==> src/rtl/tim_oc_channel.sv <==
module tim_oc_channel #(
  parameter int CNT_W  = 16,
  parameter int DATA_W = 16
) (
  input  logic              clk,
  input  logic              rst_n,
  input  logic [CNT_W-1:0]  cnt,
  input  logic              upd,
  input  logic              trig,
  input  logic              clr_in,
  input  logic [1:0]        lock_lvl,
  input  logic              wr_en,
  input  logic [1:0]        wr_addr,
  input  logic [DATA_W-1:0] wr_data,
  output logic              oc_ref,
  output logic              oc_out,
  output logic              oc_n
);

  localparam logic [3:0] M_SET  = 4'd1;
  localparam logic [3:0] M_CLR  = 4'd2;
  localparam logic [3:0] M_TGL  = 4'd3;
  localparam logic [3:0] M_LOW  = 4'd4;
  localparam logic [3:0] M_HIGH = 4'd5;
  localparam logic [3:0] M_PWM1 = 4'd6;
  localparam logic [3:0] M_PWM2 = 4'd7;

  logic [1:0]       dir_r;
  logic             fast_r, pre_r, clre_r;
  logic [3:0]       mode_r, mode_q;
  logic [CNT_W-1:0] ccr_sh, ccr_act;
  logic             en_r, polm_r, poln_r;
  logic             ref_q, ref_d, eq_q, cmp_q;
  logic [2:0]       trig_p;

  wire wr_cfg  = wr_en && (wr_addr == 2'd0);
  wire wr_ccr  = wr_en && (wr_addr == 2'd1);
  wire wr_out  = wr_en && (wr_addr == 2'd2);
  wire locked  = (lock_lvl == 2'd3) && (dir_r == 2'b00);

  wire eq      = (cnt == ccr_act);
  wire match   = eq & ~eq_q;
  wire cmp     = (cnt < ccr_act);
  wire is_pwm  = (mode_r == M_PWM1) || (mode_r == M_PWM2);
  wire pwm_lvl = (mode_r == M_PWM1) ? cmp : ~cmp;
  wire fire    = trig_p[1] & ~trig_p[2];
  wire clr_act = clre_r & clr_in;
  wire out_on  = en_r && (dir_r == 2'b00);

  always_ff @(posedge clk) begin
    if (!rst_n) begin
      dir_r  <= '0;
      fast_r <= 1'b0;
      pre_r  <= 1'b0;
      mode_r <= '0;
      clre_r <= 1'b0;
    end else if (wr_cfg) begin
      fast_r <= wr_data[2];
      clre_r <= wr_data[8];
      if (!locked) begin
        pre_r  <= wr_data[3];
        mode_r <= wr_data[7:4];
      end
      if (!en_r) dir_r <= wr_data[1:0];
    end
  end

  always_ff @(posedge clk) begin
    if (!rst_n) begin
      en_r   <= 1'b0;
      polm_r <= 1'b0;
      poln_r <= 1'b0;
    end else if (wr_out) begin
      en_r   <= wr_data[0];
      polm_r <= wr_data[1];
      poln_r <= wr_data[2];
    end
  end

  always_ff @(posedge clk) begin
    if (!rst_n) begin
      ccr_sh  <= '0;
      ccr_act <= '0;
    end else begin
      if (wr_ccr) ccr_sh <= wr_data[CNT_W-1:0];
      if (wr_ccr && !pre_r) ccr_act <= wr_data[CNT_W-1:0];
      else if (upd && pre_r) ccr_act <= ccr_sh;
    end
  end

  always_comb begin
    ref_d = ref_q;
    case (mode_r)
      M_SET:  if (match) ref_d = 1'b1;
      M_CLR:  if (match) ref_d = 1'b0;
      M_TGL:  if (match) ref_d = ~ref_q;
      M_LOW:  ref_d = 1'b0;
      M_HIGH: ref_d = 1'b1;
      M_PWM1, M_PWM2:
        if ((mode_r != mode_q) || (cmp != cmp_q)) ref_d = pwm_lvl;
      default: ref_d = ref_q;
    endcase
    if (is_pwm && fast_r && fire) ref_d = (mode_r == M_PWM2);
    if (clr_act) ref_d = 1'b0;
  end

  always_ff @(posedge clk) begin
    if (!rst_n) begin
      ref_q  <= 1'b0;
      eq_q   <= 1'b0;
      cmp_q  <= 1'b0;
      mode_q <= '0;
      trig_p <= '0;
    end else begin
      ref_q  <= ref_d;
      eq_q   <= eq;
      cmp_q  <= cmp;
      mode_q <= mode_r;
      trig_p <= {trig_p[1:0], trig};
    end
  end

  assign oc_ref = ref_q & ~clr_act;
  assign oc_out = out_on ? (oc_ref ^ polm_r) : polm_r;
  assign oc_n   = out_on ? (~oc_ref ^ poln_r) : poln_r;


  lock_hold_chk: assert property (@(posedge clk) disable iff (!rst_n)
    locked |=> ($stable(mode_r) && $stable(pre_r)));


  dir_hold_chk: assert property (@(posedge clk) disable iff (!rst_n)
    en_r |=> $stable(dir_r));


  ccr_hold_chk: assert property (@(posedge clk) disable iff (!rst_n)
    (!upd && !wr_ccr) |=> $stable(ccr_act));


  shadow_load_chk: assert property (@(posedge clk) disable iff (!rst_n)
    (upd && pre_r) |=> (ccr_act == $past(ccr_sh)));


  clear_ref_chk: assert property (@(posedge clk) disable iff (!rst_n)
    clr_act |=> !ref_q);


  toggle_once_chk: assert property (@(posedge clk) disable iff (!rst_n)
    (mode_r == M_TGL && match && !clr_act) |=> (ref_q != $past(ref_q)));


  force_high_chk: assert property (@(posedge clk) disable iff (!rst_n)
    (mode_r == M_HIGH && !clr_act) |=> ref_q);

endmodule

==> config.mk <==
export PLATFORM = sky130hd
export DESIGN_NAME = tim_oc_channel
export DESIGN_NICKNAME = d
export VERILOG_FILES = /design/src/rtl/tim_oc_channel.sv
export SDC_FILE = /design/constraint.sdc
export NUM_CORES = 1
export LEC_CHECK = 0
export CAP_MARGIN = 30
export CELL_PAD_IN_SITES_DETAIL_PLACEMENT = 0
export CELL_PAD_IN_SITES_GLOBAL_PLACEMENT = 1
export CORE_MARGIN = 3
export CORE_UTILIZATION = 42
export CTS_CLUSTER_SIZE = 14
export DETAILED_ROUTE_END_ITERATION = 10
export PLACE_DENSITY = 0.83
export SLEW_MARGIN = 10
export SYNTH_ARGS = -nofsm -noshare
export SYNTH_HDL_FRONTEND = slang
export SYNTH_SLANG_ARGS = --single-unit
export TNS_END_PERCENT = 5
==> constraint.sdc <==
create_clock -name clk -period 5.4 [get_ports clk]
set_input_delay 1.62 -clock clk [delete_from_list [all_inputs] [get_ports clk]]
set_output_delay 1.62 -clock clk [all_outputs]
set_load 0.03 [all_outputs]
Word-level counts from Yosys, hierarchy flattened

Index checks and enable logic that the tools add are counted.

Flip-flop bits (word level): 54
Bits of input ports: 42
Output and inout bits: 3
Word-level logic and storage cells: 80

$lt $le $gt $ge: 1
Eq/ne operators: 17
Mux-type cells: 11
Bitwise operators: 15
Reduce and logical (&&, ||, !) cells: 21

Operators by type and width:

| kind               | count |
|---|---|
| $mux 16            | 2 |
| $eq 16x16->1       | 1 |
| $eq 4x3->1 const B | 4 |
| $lt 16x16->1       | 1 |
| $ne 3x3->1 const B | 4 |
| $logic_and 1x1->1  | 9 |
| $not 1->1          | 9 |
| $eq 4x2->1 const B | 2 |
| $mux 1             | 8 |
| $reduce_bool 7->1  | 1 |
| $pmux 1 s6         | 1 |
| $reduce_and 5->1   | 1 |
| $and 1x1->1        | 4 |
| $eq 2x2->1 const B | 2 |
| $eq 4x1->1 const B | 1 |
| $logic_not 2->1    | 2 |
| $ne 4x4->1         | 1 |
| $reduce_and 2->1   | 2 |
| $reduce_or 2->1    | 2 |
| $eq 2x1->1 const B | 1 |
| $logic_or 1x1->1   | 2 |
| $reduce_bool 2->1  | 1 |
| $xor 1x1->1        | 2 |
| $logic_not 1->1    | 1 |
| $ne 1x1->1         | 1 |

Logic depth before layout (Yosys ltp)

Gate-level depths: netlist of the first run.

Depth in word-level cells: 6
Depth in mapped cells: 9
Mapped depth without buffers: 8

Worst setup path after synthesis of the first run

OpenSTA, ideal clock, no wires.

Path type: input port to output port
From: input port clr_in
To: output port oc_out
Data arrival time: 2.922 ns
Slack: 0.858 ns
Cell stages on the path: 3
Path buffers: 0
Cells stage by stage: a21oi_1 nand3_1 xnor2_1

Longest elaborated chain between the ends: 5

Ends and longest elaborated chain:

| item        | RTL line | RTL |
|---|---|---|
| from (decl) | 10       | `input logic clr_in,` |
| $and 1x1->1 | 47       | `wire clr_act = clre_r & clr_in;` |
| $not 1->1   | 123      | `assign oc_ref = ref_q & ~clr_act;` |
| $and 1x1->1 | 123      |  |
| $xor 1x1->1 | 124      | `assign oc_out = out_on ? (oc_ref ^ polm_r) : polm_r;` |
| $mux 1      | 124      |  |
| to (decl)   | 16       | `output logic oc_out,` |

Every way passes these cells.

Final worst setup path of the first run

Same ends and word-level chain as after synthesis.

==> results of run 1 <==
==> worst paths after layout <==
| path | endpoint | slack (ps) | cells after the start |
|---|---|---|---|
| setup / recovery | oc_out | 520 | 5 |
| hold / removal | trig_p[1] | 440 | 1 |
| setup reg to reg | ref_q | 3070 | 8 |
| hold reg to reg | trig_p[1] | 440 | 1 |
==> area by class of cell <==
type,instances,area [µm²],area share [%]
repair buffers,46,459,14.3
well taps,72,90.1,2.81
clock buffers,6,82.6,2.58
clock inverters,2,60.1,1.87
multi-input cells,227,1350,42.2
inverters,21,78.8,2.46
flip-flops and latches,54,1080,33.7
==> state kept, by name (all words and copies together), names as in the netlist, 2 cells and up <==
signal	flops
mode_q	4
trig_p	3
mode_r	4
ccr_sh	16
dir_r	2
ccr_act	16
==> metrics by stage <==
stage | instances | total power [W] | util [%]
after floorplan | 318 | 0.000485 | -
after global placement | 419 | 0.000533 | 53.4
after detailed placement | 420 | 0.000535 | 53.6
after CTS | 428 | 0.000859 | 56.1
after global routing | 428 | 0.000888 | 56.1
final | 428 | 0.000849 | 56.1
==> cell usage after synthesis, drive strengths merged (4+ instances only) <==
library cell  instances
mux2i                13
nor4                  5
dfxtp                54
inv                  21
a22oi                12
o21ai                 7
nand4                 4
ha                   16
nor2                 29
clkbuf               15
a21oi                45
and2                 10
nand2                53
==> worst max-delay path: cells and delay by family <==
| family | cells | cell delay [ps] |
|---|---|---|
| buffers and inverters | 2 | 1110 |
| AO/OA/AOI/OAI | 1 | 250 |
| XOR/XNOR | 1 | 150 |
| AND/OR/NAND/NOR | 1 | 130 |
==> layer usage <==
metal / track usage (%) / routed length [µm] / up-vias
met5: 0 / 0 / -
met4: 4.82 / 68 / 0
met3: 3.34 / 258 / 4
met2: 25.5 / 2530 / 47
met1: 23.3 / 2870 / 965
li1: - / - / 1153
==> power breakdown <==
| part | total [W] | internal (W) | switching [W] |
|---|---|---|---|
| Clock | 0.000324 | 0.000198 | 0.000127 |
| Sequential | 0.000419 | 0.000411 | 0.00000833 |
| Combinational | 0.000106 | 0.0000549 | 0.0000510 |
==> kinds of logic (layout without fill, tap and decap cells) <==
kind of cell	count (synthesis)	after routing	synth area share (%)
compound gates	77	77	17.8
mux	13	13	5.06
xor+xnor	3	3	1.02
buf+inv	37	75	5.44
fa+ha+maj	16	16	7.78
simple gates	118	118	20.9
flops	54	54	42.0
==> results.md, run 1 <==
* Clk root buf: clkbuf_8
* CP endpoint kind: output port
* Synth area leaders: dfxtp_1 42%, a21oi_1 8.8%, ha_1 7.8%, nand2_1 7.7%, mux2i_1 5.1%
* Hpwl dp at 4130 µm
* Crit path launch: clr_in
* Total track usage at between 10% and 20%
* Final hold vios at 0
* Synth Net Count at 376
* Placed inst area at ~3100 µm²
* Distinct cells, synth at 36
* Commonest non-fill, non-tap cell in the layout: dfxtp_1
* Clock tree buffer depth at 2
* Most frequent cells in the layout: 54 x dfxtp_1, 53 x nand2_1, 45 x a21oi_1, 44 x clkdlybuf4s50_1, 29 x nor2_1
* Final Routed Wirelength at 5730 µm
* Place WS at between 500 and 600 ps
* Ant. Diodes at 0
* Global route overflow at 0
* Crit-path max cell delay at around 700 ps
* PortBufs at 44
* Num CTS Buffers at 5
* DRC at 0
* First-pass GRT wire length at 9520 µm
* PD cells at 265 nW/µm²
* Final Cell Area at 3200 µm²
* Post-route ant nets at 0
* Initial antenna violation count at 0
* Max Cap Viol at 0
* Die height at roughly 84 µm
* Die X at between 80 and 90 µm
* Area of the mapped netlist at around 2600 µm²
* Postcts setup bufs at 0
* Starting Density at approximately 45%
* WP data arrival at between 3000 and 4000 ps
* Setup TNS at 0 ps
* Dominant cell type by area after synthesis: dfxtp_1
* Avg Cell Area, Syn at about 8 µm²
* Layout area overhead at 24.5%
* CP Max Fanout at 3
* Post-synthesis cell count at between 300 and 400
* Lkg Pwr at about 1.2 nW
* Tcrit/Tclk final at roughly nine tenths
* Slew HR at between 40 and 50%
* Filler instances at 564
* Pins Over Slew Limit at 0
* Sequential share of the synthesized area at 42.0%
* Post-cts sizing count at 0
* Yosys top cell area share at around 42%
* Worst hold-check path type: reg -> reg
* Synth Flop Type: dfxtp_1
* Ys Warns at 0
* Final setup viols at 0
* Hold Path Origin: trig_p[0]
* Vias per inst at a little over 5
* Vias in the first global route at slightly below 2000
* Fraction of registers with async set/reset at 0%
* Via count at between 2000 and 2500
* RePlAce Congestion at around 0.77
* Number of synthesized flops with an enable pin at 0
* H-tree Lvls at 2
* Post-layout nets at approximately 410
* CP cell instances: clkdlybuf4s50_1 > a21oi_1 > nand3_1 > xnor2_1 > clkdlybuf4s50_1
* Data required time of the worst path at 3780 ps
* Fin Hold WS at about 440 ps
* Status: finished clean
* TritonCTS sink count at between 50 and 60
* Row count at 27
* Worst path most repeated cell: clkdlybuf4s50_1
* Critical R2R Launch: ccr_act[13]
* Flops & latches, synth at 54
* Peak Freq at approximately 200 MHz
* Hold_buf cts at 0
* CTS clk-pin slew, worst paths at around 90 ps
* CORE AREA at 5710 µm²
* Clock latency reported for the late side of the worst-skew pair at around 300 ps
* Fin Clk Skew at 7.27 ps
* Routed len/inst at ~13 µm
* Worst slew pin tran at ~760 ps
* VDD IR-drop max at ~0.16 mV
* Worst setup SP type: primary input
* DR pass1 iterations at 4
* CTS tree: built
* Crit path max-delay cell type: clkdlybuf4s50_1
* Largest net degree at the start of global routing at between 40 and 50
* Die area at around 7100 µm²
* I/O Pins at 45
* Setup WS post-layout at between 500 and 600 ps
* DRT iter0 DRCs at between 90 and 100
* WS Path Type: in -> out
* Fin crit period at between 4000 and 5000 ps
* Share of cells above drive strength 1 at roughly 4.2%
* RSZ-0062 raised after global routing: no
(Power assumes the default switching activity.)
==> run 2: changes to the inputs <==
--- a/config.mk
+++ b/config.mk
@@ -8,11 +8,14 @@
 export CAP_MARGIN = 30
 export CELL_PAD_IN_SITES_DETAIL_PLACEMENT = 0
 export CELL_PAD_IN_SITES_GLOBAL_PLACEMENT = 1
+export CORE_ASPECT_RATIO = 0.9
 export CORE_MARGIN = 3
 export CORE_UTILIZATION = 42
 export CTS_CLUSTER_SIZE = 14
 export DETAILED_ROUTE_END_ITERATION = 10
+export GPL_TIMING_DRIVEN = 0
 export PLACE_DENSITY = 0.83
+export SETUP_SLACK_MARGIN = 0.15
 export SLEW_MARGIN = 10
 export SYNTH_ARGS = -nofsm -noshare
 export SYNTH_HDL_FRONTEND = slang
==> results.md, run 2 (synthesis results as in run 1) <==
* Pins Over Slew Limit at 0
* CORE AREA at slightly below 6000 µm²
* Hold_buf cts at 0
* Most frequent cells in the layout: 54 x dfxtp_1, 53 x nand2_1, 45 x a21oi_1, 43 x clkdlybuf4s50_1, 29 x nor2_1
* First-pass GRT wire length at between 9000 and 10000 µm
* Hold path cells at 1
* RePlAce Congestion at between 0.7 and 0.8
* RSZ-0062 raised after global routing: no
* Final setup viols at 0
* Die X at roughly 89 µm
* Commonest non-fill, non-tap cell in the layout: dfxtp_1
* Fin Clk Skew at 6.95 ps
* CP cell instances: clkdlybuf4s50_1 > a21oi_1 > nand3b_1 > xnor2_1 > clkdlybuf4s50_1
* Tot Pwr at between 0.0007 and 0.0008 W
* Worst hold-check path type: reg -> reg
* Final core occ at between 50% and 60%
* Clk root buf: clkbuf_8
* Postcts setup bufs at 0
* Crit path depth at 5
* Placed inst area at ~3100 µm²
* Starting Density at 44.4%
* Max Used Layer: met4
* Post-cts sizing count at 0
* Tcrit/Tclk final at just over 90%
* Vias per inst at roughly 5.2
* CTS clk-pin slew, worst paths at ~90 ps
* Share of cells above drive strength 1 at between 3 and 4%
* WS Path Type: in -> out
* CTS tree: built
* Register area at about 1100 µm²
* CP bufs+invs at 2
* Layout area overhead at 23.7%
* Final Routed Wirelength at about 6000 µm
* Ant. Diodes at 0
* Die area at between 7000 and 8000 µm²
* DR pass1 iterations at 4
* Setup TNS at 0 ps
* TritonCTS sink count at 54
* Via count at about 2300
* DRC at 0
* Worst setup SP type: primary input
* Routed len/inst at ~14 µm
* Hold Path Origin: trig_p[0]
* CP Max Fanout at 3
* Clock latency reported for the late side of the worst-skew pair at roughly 300 ps
* VDD IR-drop max at ~0.15 mV
* PortBufs at 43
* Max Cap Viol at 0
* Met3 wire len at roughly 330 µm
* Initial antenna violation count at 0
* Met1 WL at approximately 3100 µm
* PD cells at ~240 nW/µm²
* Reg2reg end: ref_q
* Data required time of the worst path at around 3800 ps
* Final Cell Area at approximately 3200 µm²
* Fin crit period at about 4900 ps
* Post-layout nets at approximately 430
* I/O Pins at 45
* Die height at 80.3 µm
* Global route overflow at 0
* Final hold vios at 0
* Area of the multi-input gates at roughly 1400 µm²
* Worst hold endpoint: trig_p[1]
* Row count at 26
* Top flop regs: ccr_act: 16 flops, ccr_sh: 16 flops
* Vias in the first global route at about 2000
* Peak Freq at between 200 and 250 MHz
* Fin Hold WS at 442 ps
* Filler instances at roughly 570
* H-tree Lvls at 2
* WP data arrival at 3290 ps
* Total track usage at between 15 and 20%
* Post-route ant nets at 0
* Worst slew pin tran at between 500 and 600 ps
* Num CTS Buffers at 5
* Critical R2R Launch: ccr_act[13]
* Internal reg-to-reg setup slack at around 3100 ps
* CP endpoint kind: output port
* Largest net degree at the start of global routing at 16
* Slew HR at 65.9%
* Lkg Pwr at approximately 1.2 nW
* Reg2Reg Depth at 9
* Status: finished clean
* Delay-heaviest family, CP: buffers and inverters
* Routed wl met2 at approximately 2500 µm
* DRT iter0 DRCs at 71
* Crit path max-delay cell type: clkdlybuf4s50_1
* Crit-path max cell delay at about 690 ps
* Hpwl dp at around 4600 µm
* Worst path most repeated cell: clkdlybuf4s50_1
* Clock tree buffer depth at 2
[run 2: cell count changes in the layout (fill, tap and decap cells not counted)]
cell and change:
buf_2 +1, buf_4 -1, buf_6 -1, bufinv_16 -2
clkbuf_1 +16, clkdlybuf4s50_1 -1, clkinv_2 +1
[run 2: final cells by class]
cell class / instances / share of cell area, %
inverters: 21 / 2.48
flip-flops and latches: 54 / 34.0
plain buffers: 16 / 1.93
clock inverters: 1 / 0.157
multi-input cells: 227 / 42.5
repair buffers: 43 / 13.5
clock buffers: 7 / 2.71
well taps: 70 / 2.75
[run 2: power breakdown]
part           total [W]  internal (W)  switching (W)
sequential      0.000419      0.000411     0.00000786
clock           0.000228      0.000104       0.000124
combinational   0.000109     0.0000554      0.0000537
total           0.000756      0.000570       0.000186
[run 2: how the worst max path moves through the flow]
stage	start	slack, ps	endpoint
floorplan	clr_in	860	oc_out
global placement	clr_in	480	oc_out
detailed placement	clr_in	500	oc_n
CTS	clr_in	480	oc_n
global route	clr_in	390	oc_n
finish	clr_in	490	oc_n
[run 2: per-layer routing]
layer	global-route usage, %	vias to the layer above
met4	4.98	0
li1	-	1192
met2	26.7	52
met1	26.2	1015
met3	2.77	7
met5	0	-
[run 2: worst register-to-register path, cell delays in order (launching register included)]
cell     delay [ps]
dfxtp_1         370
inv_1            50
ha_1            290
nand4_1         220
nor3_1           90
or4_1           460
buf_2           170
o31a_1          300
o31ai_1         210
a31oi_1          60
[run 2: per-stage QoR]
stage               std cells  setup slack [ps]
floorplan                 318               858
global placement          431               483
detailed placement        431               505
CTS                       439               481
global route              439               390
finish                    439               488
